`src/rtl/agc_pkg.sv`:
```
package agc_pkg;
  typedef logic [3:0] rate_cfg_t;
  typedef logic [2:0] ovl_cfg_t;
  localparam int unsigned INV_SQRT2_Q8 = 181;
endpackage

```
`src/rtl/agc_rate.sv`:
```
module agc_rate
  import agc_pkg::*;
#(
  parameter int unsigned LVL_W   = 16,
  parameter int unsigned DELTA_W = 32
) (
  input  logic               clk,
  input  logic               rst_n,
  input  logic               valid_i,
  input  logic [LVL_W-1:0]   lvl_i,
  input  logic [LVL_W-1:0]   target_i,
  input  rate_cfg_t          atk_i,
  input  rate_cfg_t          dcy_i,
  output logic [DELTA_W-1:0] up_o,
  output logic [DELTA_W-1:0] down_o
);
  localparam int unsigned PROD_W = DELTA_W + 8;

  logic               above, below;
  logic [LVL_W-1:0]   mag;
  logic [DELTA_W-1:0] scaled, halved, dec_step;
  logic [PROD_W-1:0]  prod;

  always_comb begin
    above    = lvl_i > target_i;
    below    = lvl_i < target_i;
    mag      = above ? (lvl_i - target_i) : (target_i - lvl_i);
    scaled   = DELTA_W'(mag) << atk_i;
    halved   = scaled >> dcy_i[3:1];
    prod     = {8'd0, halved} * PROD_W'(INV_SQRT2_Q8);
    dec_step = dcy_i[0] ? prod[PROD_W-1:8] : halved;
    up_o     = (valid_i && above) ? scaled : '0;
    down_o   = (valid_i && below) ? dec_step : '0;
  end

  // no level step without a valid estimate
  p_idle_r6: assert property (@(posedge clk) disable iff (!rst_n)
    !valid_i |-> (up_o == '0 && down_o == '0));

  // attack and decay never act together
  p_excl_r3: assert property (@(posedge clk) disable iff (!rst_n)
    (up_o != '0) |-> (down_o == '0));
endmodule

```
`src/rtl/agc_ovl.sv`:
```
module agc_ovl
  import agc_pkg::*;
#(
  parameter int unsigned STEP_W   = 20,
  parameter int unsigned OVL_BASE = 256
) (
  input  logic              clk,
  input  logic              rst_n,
  input  logic              evt_i,
  input  ovl_cfg_t          cfg_i,
  output logic [STEP_W-1:0] step_o
);
  always_comb begin
    step_o = evt_i ? (STEP_W'(OVL_BASE) << cfg_i) : '0;
  end

  // each overload burst is a single power-of-two weight
  p_pow2_r7: assert property (@(posedge clk) disable iff (!rst_n)
    evt_i |-> ($countones(step_o) == 1));

  p_quiet_r7: assert property (@(posedge clk) disable iff (!rst_n)
    !evt_i |-> (step_o == '0));
endmodule

```
`src/rtl/agc_accum.sv`:
```
module agc_accum #(
  parameter int unsigned ACC_W   = 20,
  parameter int unsigned DELTA_W = 32
) (
  input  logic               clk,
  input  logic               rst_n,
  input  logic               en_i,
  input  logic [DELTA_W-1:0] up_i,
  input  logic [DELTA_W-1:0] down_i,
  input  logic [ACC_W-1:0]   ovl_i,
  output logic [ACC_W-1:0]   acc_o
);
  localparam int unsigned SUM_W = DELTA_W + 2;
  localparam logic [ACC_W-1:0] ACC_MAX = '1;
  localparam logic signed [SUM_W-1:0] SUM_MAX = SUM_W'(ACC_MAX);

  logic [ACC_W-1:0]        acc_q, acc_d, clamped;
  logic signed [SUM_W-1:0] sum;

  always_comb begin
    sum = $signed(SUM_W'(acc_q)) + $signed(SUM_W'(up_i))
        + $signed(SUM_W'(ovl_i)) - $signed(SUM_W'(down_i));
    if (sum < 0)            clamped = '0;
    else if (sum > SUM_MAX) clamped = ACC_MAX;
    else                    clamped = ACC_W'(sum);
    acc_d = en_i ? clamped : acc_q;
  end

  always_ff @(posedge clk or negedge rst_n) begin
    if (!rst_n) acc_q <= '0;
    else        acc_q <= acc_d;
  end

  assign acc_o = acc_q;

  // accumulator frozen while disabled
  p_hold_r2: assert property (@(posedge clk) disable iff (!rst_n)
    !en_i |=> $stable(acc_q));

  // without a decay step the accumulator never falls
  p_rise_r3: assert property (@(posedge clk) disable iff (!rst_n)
    (en_i && down_i == '0) |=> (acc_q >= $past(acc_q)));

  // with only a decay step the accumulator never rises
  p_fall_r4: assert property (@(posedge clk) disable iff (!rst_n)
    (en_i && up_i == '0 && ovl_i == '0) |=> (acc_q <= $past(acc_q)));

  // decay larger than the content lands on zero
  p_floor_r8: assert property (@(posedge clk) disable iff (!rst_n)
    (en_i && up_i == '0 && ovl_i == '0 && down_i >= DELTA_W'(acc_q)) |=> (acc_q == '0));

  // attack beyond full range lands on the top code
  p_ceil_r9: assert property (@(posedge clk) disable iff (!rst_n)
    (en_i && down_i == '0 && up_i >= DELTA_W'(ACC_MAX)) |=> (acc_q == ACC_MAX));
endmodule

```
`src/rtl/agc_loop.sv`:
```
module agc_loop
  import agc_pkg::*;
#(
  parameter int unsigned LVL_W    = 16,
  parameter int unsigned ACC_W    = 20,
  parameter int unsigned ATT_W    = 12,
  parameter int unsigned OVL_BASE = 256
) (
  input  logic             clk,
  input  logic             rst_n,
  input  logic             en,
  input  logic             lvl_valid,
  input  logic [LVL_W-1:0] lvl,
  input  logic [LVL_W-1:0] target,
  input  logic             ovl_evt,
  input  logic [3:0]       atk_cfg,
  input  logic [3:0]       dcy_cfg,
  input  logic [2:0]       ovl_cfg,
  output logic [ATT_W-1:0] atten
);
  localparam int unsigned DELTA_W = LVL_W + 16;
  localparam int unsigned FRAC_W  = ACC_W - ATT_W;

  logic [DELTA_W-1:0] up_step, down_step;
  logic [ACC_W-1:0]   ovl_step, acc;

  agc_rate #(.LVL_W(LVL_W), .DELTA_W(DELTA_W)) u_rate (
    .clk(clk), .rst_n(rst_n), .valid_i(lvl_valid), .lvl_i(lvl),
    .target_i(target), .atk_i(atk_cfg), .dcy_i(dcy_cfg),
    .up_o(up_step), .down_o(down_step)
  );

  agc_ovl #(.STEP_W(ACC_W), .OVL_BASE(OVL_BASE)) u_ovl (
    .clk(clk), .rst_n(rst_n), .evt_i(ovl_evt), .cfg_i(ovl_cfg),
    .step_o(ovl_step)
  );

  agc_accum #(.ACC_W(ACC_W), .DELTA_W(DELTA_W)) u_acc (
    .clk(clk), .rst_n(rst_n), .en_i(en), .up_i(up_step),
    .down_i(down_step), .ovl_i(ovl_step), .acc_o(acc)
  );

  assign atten = acc[ACC_W-1:FRAC_W];

  // output zero while reset is applied
  p_rst_r1: assert property (@(posedge clk) !rst_n |-> (atten == '0));
endmodule

```
`config.mk`:
```
export PLATFORM = sky130hd
export DESIGN_NAME = agc_loop
export DESIGN_NICKNAME = d
export VERILOG_FILES = /design/src/rtl/agc_pkg.sv /design/src/rtl/agc_rate.sv /design/src/rtl/agc_ovl.sv /design/src/rtl/agc_accum.sv /design/src/rtl/agc_loop.sv
export SDC_FILE = /design/constraint.sdc
export NUM_CORES = 1
export LEC_CHECK = 0
export CAP_MARGIN = 40
export CORE_AREA = 10 10 147 176
export CTS_BUF_LIST = sky130_fd_sc_hd__clkbuf_4 sky130_fd_sc_hd__clkbuf_8
export CTS_CLUSTER_DIAMETER = 150
export DETAILED_ROUTE_END_ITERATION = 16
export DIE_AREA = 0 0 157 186
export PLACE_DENSITY = 0.83
export SETUP_SLACK_MARGIN = 0.15
export SKIP_CTS_REPAIR_TIMING = 1
export SYNTH_ARGS = -nofsm -noshare
export SYNTH_HDL_FRONTEND = slang
export SYNTH_SLANG_ARGS = --single-unit
```
`constraint.sdc`:
```
create_clock -name clk -period 8.8 [get_ports clk]
set_clock_uncertainty 0.15 [all_clocks]
set_input_delay 0.88 -clock clk [delete_from_list [all_inputs] [get_ports clk]]
set_output_delay 0.88 -clock clk [all_outputs]
set_load 0.03 [all_outputs]
```
==> flow_summary.yaml, run 1 <==
yosys:
  post_synth.cell_area_avg_sq_um: 7.656
  postSynthNetCount: 2217
  postSynthCellCount: 1864
  synthArstFlopShare: 1.000
  yosys_register_bits: 20
  synth.yosys.warnings: 0
  post_synthesis_instance_area_sq_mm: 0.01427
  synth_enable_flop_cells: 0
  synth.largest_area_cell: "sky130_fd_sc_hd__ha_1"
  yosysSeqAreaShare: 0.03507
  synth.top_cells.by_area: "sky130_fd_sc_hd__ha_1 19%, sky130_fd_sc_hd__fa_1 12%, sky130_fd_sc_hd__inv_1 5.9%"
  yosysUniqueCellTypes: 104
  post-synth-top-area-fraction: 0.1920
  ys_dominant_reg_cell: "sky130_fd_sc_hd__dfrtp_1"
status:
  run_status: "did not finish"
  lastStage: "global routing (5_1_grt)"
  run.stop_error: "[ERROR GRT-0232] Routing congestion too high. Check the congestion heatmap in the GUI."
floorplan:
  initial_standard_cell_utilization_of_the_core: 0.6401
  boundaryPins: 60
  row_count: 60
  die_h_um: 186
  fp.dieW_um: 157
placement:
  port_buffers: 59
  place.detailed.hpwl_um: 52930
  globalplace.congestion: 1.162
global_routing:
  grt_start_max_net_pins: 23
  grt_usage: 0.8524
  grt.overflow.total: 1300
clock_tree:
  clock_tree.root_cell: "sky130_fd_sc_hd__clkbuf_8"
  cts_max_path_buffers: 2
  tritoncts.num_buffers: 3
  clock_sink_count: 20
  htree_num_levels: 1
timing:
  worst_endpoint_after_grt_repair: "u_acc.acc_o[3]$_DFFE_PN0P_/D"
  worst-endpoint-pin-kind: "sequential cell input"
-- logic make-up after synthesis --
family	count (synthesis)	share of synthesized area
flops	20	0.03507
mux	46	0.03954
buf+inv	327	0.09276
xor+xnor	98	0.06014
simple gates	503	0.1817
fa+ha+maj	305	0.3126
compound gates	565	0.2781
-- per-layer routing --
layer,GRT overflow,GRT usage
met5,6,0.3923
met4,270,0.9599
met3,19,0.6882
met1,13,0.7587
met2,992,1.082
-- through the flow --
step / instance area (sq um) / hold slack, ns / util / worst slack, ns / std cells
CTS: 19980 / 0.4674 / 0.8963 / -4.447 / 2718
detailed placement: 19930 / 0.4407 / 0.8938 / -4.660 / 2714
global placement: 19910 / 0.4000 / 0.8932 / -3.819 / 2713
floorplan: 14890 / 0.3834 / - / -2.452 / 1864
-- Yosys cell counts, types with 8 or more instances --
| library cell | n |
|---|---|
| sky130_fd_sc_hd__a31oi_1 | 14 |
| sky130_fd_sc_hd__a22oi_1 | 19 |
| sky130_fd_sc_hd__nand4_1 | 24 |
| sky130_fd_sc_hd__xor2_1 | 45 |
| sky130_fd_sc_hd__o211ai_1 | 28 |
| sky130_fd_sc_hd__mux2i_1 | 31 |
| sky130_fd_sc_hd__a211o_1 | 16 |
| sky130_fd_sc_hd__nor2b_1 | 24 |
| sky130_fd_sc_hd__ha_1 | 219 |
| sky130_fd_sc_hd__nand3_1 | 40 |
| sky130_fd_sc_hd__fa_1 | 86 |
| sky130_fd_sc_hd__clkbuf_1 | 64 |
| sky130_fd_sc_hd__nand2_1 | 108 |
| sky130_fd_sc_hd__nand2b_1 | 19 |
| sky130_fd_sc_hd__o211a_1 | 14 |
| sky130_fd_sc_hd__or2_2 | 9 |
| sky130_fd_sc_hd__a21o_1 | 56 |
| sky130_fd_sc_hd__xnor2_1 | 53 |
| sky130_fd_sc_hd__o31a_1 | 8 |
| sky130_fd_sc_hd__o31ai_1 | 14 |
| sky130_fd_sc_hd__inv_1 | 226 |
| sky130_fd_sc_hd__a211oi_1 | 11 |
| sky130_fd_sc_hd__dfrtp_1 | 20 |
| sky130_fd_sc_hd__o21bai_1 | 11 |
| sky130_fd_sc_hd__and3_1 | 21 |
| sky130_fd_sc_hd__buf_4 | 15 |
| sky130_fd_sc_hd__o21a_1 | 24 |
| sky130_fd_sc_hd__nor2_1 | 129 |
| sky130_fd_sc_hd__o21ai_0 | 96 |
| sky130_fd_sc_hd__or3_1 | 12 |
| sky130_fd_sc_hd__and2_1 | 28 |
| sky130_fd_sc_hd__and4_1 | 9 |
| sky130_fd_sc_hd__buf_2 | 11 |
| sky130_fd_sc_hd__o2111ai_1 | 9 |
| sky130_fd_sc_hd__a21oi_1 | 130 |
| sky130_fd_sc_hd__nor3_1 | 36 |
==> run 2: changes to the inputs <==
Settings changed: CORE_AREA 10 10 147 176 to 10 10 200 202, CTS_BUF_LIST sky130_fd_sc_hd__clkbuf_4 sky130_fd_sc_hd__clkbuf_8 to not set, CTS_CLUSTER_DIAMETER 150 to not set, DIE_AREA 0 0 157 186 to 0 0 210 212, PLACE_DENSITY 0.83 to not set, PLACE_DENSITY_LB_ADDON set to 0.15, SETUP_SLACK_MARGIN 0.15 to not set.
==> run 2 against run 1 <==
  * The flow now finishes, with violations (setup timing)
  * Synthesized cell count is the same
  * Area after synthesis is the same
==> flow_summary.yaml, run 2 <==
timing:
  holdWs_ns: 0.4532
  setup_tns_ns: -63.05
  worst_margin_pin_slew_ns: 0.7579
  portion_of_the_clock_cycle_consumed_by_the_worst_path_in_the_final_layout: 1.360
  fin_crit_ns: 11.97
  timing.fmax_mhz: 83.55
  drv_slew: 0
  relSlewSlack: 0.4932
  hold_viol_final: 0
  timing.final.ws_setup_ns: -3.169
  rsz0062_at_grt: "yes"
  report.final.setup_viol: 20
critical_path:
  type_of_element_launching_the_critical_path: "input pin"
  worstPathMaxFanout: 5
  crit_path_start: "target[13]"
  crit_path_top_delay_cell: "sky130_fd_sc_hd__fa_1"
  worst_path_most_repeated_cell: "sky130_fd_sc_hd__a21oi_2"
  crit_end: "u_acc.acc_o[11]"
  r2r-start: "u_acc.acc_o[0]"
  regToRegEndpoint: "u_acc.acc_o[11]"
  reg2reg_depth: 31
  critical_path_class: "input pin to flop"
  setup.worst_path.end_class: "flop"
  worstPathRequired_ns: 8.79
  arrival_ns: 11.95
  crit_path_max_incr_delay_ns: 0.54
  rrSetupSlack_ns: 1.94
worst_hold_path:
  min-delay-path-class: "flop to flop"
finish:
  fin_nets: 2912
  fillerInstances: 3299
  layout.cells.most_common_list: "697 x sky130_fd_sc_hd__buf_4, 200 x sky130_fd_sc_hd__inv_1, 175 x sky130_fd_sc_hd__ha_1"
  drive_above_1_share: 0.4070
  area.growth.synth_to_final_pct: 56.69
  multiInputGateArea_sq_mm: 0.01406
  reg_area_sq_um: 500.5
  largest_reg_flops: 20
  layout_commonest_cell: "sky130_fd_sc_hd__buf_4"
detailed_routing:
  wirelength_um: 56260
  route.antenna.remaining_nets: 0
  routed_wire_length_per_instance_um: 18.58
  detail_route.vias_per_cell: 5.509
  first_iter_violations: 1186
  drc_errors: 0
  detail_route.first_pass.iterations: 5
  via_count_of_the_routed_design: 16680
yosys:
  ys_dominant_reg_cell: "sky130_fd_sc_hd__dfrtp_1"
  post_synthesis_instance_area_sq_mm: 0.01427
  yosysUniqueCellTypes: 104
  post_synth.cell_area_avg_sq_um: 7.656
  synthArstFlopShare: 1.000
  postSynthNetCount: 2217
  synth_simple_gate_area_frac: 0.1817
  post-synth-top-count-cell: "sky130_fd_sc_hd__inv_1"
  synth.top_cells.by_area: "sky130_fd_sc_hd__ha_1 19%, sky130_fd_sc_hd__fa_1 12%, sky130_fd_sc_hd__inv_1 5.9%"
  yosys_register_bits: 20
  synth.yosys.warnings: 0
  synth_fa_ha_area_frac: 0.3126
  yosysSeqAreaShare: 0.03507
  post-synth-top-area-fraction: 0.1920
  post_synth_mux_area_share: 0.03954
  synth.largest_area_cell: "sky130_fd_sc_hd__ha_1"
  postSynthCellCount: 1864
  synth_top_family_by_area: "adder cells"
  synth_enable_flop_cells: 0
  netlist_top_cells_count: "226 x sky130_fd_sc_hd__inv_1, 219 x sky130_fd_sc_hd__ha_1, 130 x sky130_fd_sc_hd__a21oi_1"
  post_synth_xor_area_fraction: 0.06014
  synth_compound_area_frac: 0.2781
global_routing:
  via_count_of_the_first_global_routing_pass: 16510
  antenna_found_initial: 1
  grt_start_max_net_pins: 32
  grt_first_pass_wirelength_um: 87100
  grt.overflow.total: 0
  grt_usage: 0.2367
power_and_ir_drop:
  pwr-share-comb: 0.968
  power_leakage_nw: 11.30
  post-layout-total-power_w: 0.01039
  seq_power_share: 0.020
  switching_pwr_w: 0.005156
  vdd.ir_drop.worst_uv: 530.3
  power.share.clock: 0.012
  swShare: 0.4965
  power_per_cell_area_mw_per_mm2: 464.4
  power_report.internal_total_w: 0.005229
status:
  violations_in_the_final_reports: "setup timing"
  run_status: "finished, violations left"
floorplan:
  die_area_sq_mm: 0.04452
  core_area_sq_mm: 0.03608
  fp.dieW_um: 210
  initial_standard_cell_utilization_of_the_core: 0.3955
  row_count: 70
  boundaryPins: 60
  die_h_um: 212
clock_tree:
  clkLatencyLatePin_ns: 0.26
  cts_max_path_buffers: 2
  cts_tree: "done"
  tritoncts.num_buffers: 3
  clk_pin_slew_worst_paths_ns: 0.05
  clock_sink_count: 20
  clock_tree.root_cell: "sky130_fd_sc_hd__clkbuf_16"
  htree_num_levels: 1
run:
  max_cap_violations: 0
placement:
  port_buffers: 59
  place.detailed.hpwl_um: 46910
  globalplace.congestion: 0.9825
  dp_slack_ns: -4.110
==> run 2: worst min path at each step <==
stage / cells after the start / slack, ns / from / to
6_report: 2 / 0.45 / u_acc.acc_o[0] / u_acc.acc_o[0]
3_5_place_dp: 2 / 0.44 / u_acc.acc_o[0] / u_acc.acc_o[0]
4_1_cts: 2 / 0.45 / u_acc.acc_o[0] / u_acc.acc_o[0]
2_1_floorplan: 2 / 0.38 / u_acc.acc_o[0] / u_acc.acc_o[0]
5_1_grt: 2 / 0.47 / u_acc.acc_o[0] / u_acc.acc_o[0]
3_3_place_gp: 2 / 0.41 / u_acc.acc_o[0] / u_acc.acc_o[0]
==> run 2: through the flow <==
step,instances,cell area (sq um),util
floorplan,1864,14890,-
global placement,2942,20410,0.5656
detailed placement,2943,20420,0.5660
CTS,2947,20530,0.5689
global route,3027,22360,0.6197
finish,3027,22360,0.6197
==> run 2: power groups by stage <==
stage	Clock [W]	Sequential, W	Combinational, W
after floorplan	0	0.000167	0.00537
after global placement	0	0.000204	0.00884
after detailed placement	0	0.000204	0.00895
after CTS	0.000127	0.000204	0.00906
after global routing	0.000130	0.000210	0.0110
final	0.000124	0.000207	0.0101
==> run 2: layout make-up <==
class / count / share of cell area
multi-input combinational: 1517 / 0.6289
timing repair buffer: 786 / 0.2786
inverter: 231 / 0.03911
tap: 468 / 0.02619
sequential: 20 / 0.02238
clock buffer: 3 / 0.003357
clock inverter: 1 / 0.001343
antenna: 1 / 0.0001119
==> run 2: metal layers <==
layer  vias to the layer above  track usage  wire, um
met2                       470       0.3833     25790
met4                         0      0.03498       873
li1                       8085            -         -
met1                      8062       0.3416     26710
met5                         -            0         0
met3                        59      0.01775      2886
==> run 2: cell families (layout without fill, tap and decap cells) <==
logic type | count (synthesis) | count (layout)
other cells | 0 | 1
simple gates | 503 | 503
buf+inv | 327 | 1021
xor+xnor | 98 | 98
flops | 20 | 20
mux | 46 | 46
fa+ha+maj | 305 | 305
compound gates | 565 | 565
==> run 2: critical path: cells and delay by family <==
| family | cells | cell delay, ns |
|---|---|---|
| compound gates | 22 | 4.65 |
| xor+xnor | 2 | 0.45 |
| fa+ha+maj | 8 | 2.79 |
| buf+inv | 9 | 1.00 |
| mux | 2 | 0.62 |
| simple gates | 11 | 1.56 |
(Power assumes the default switching activity.)
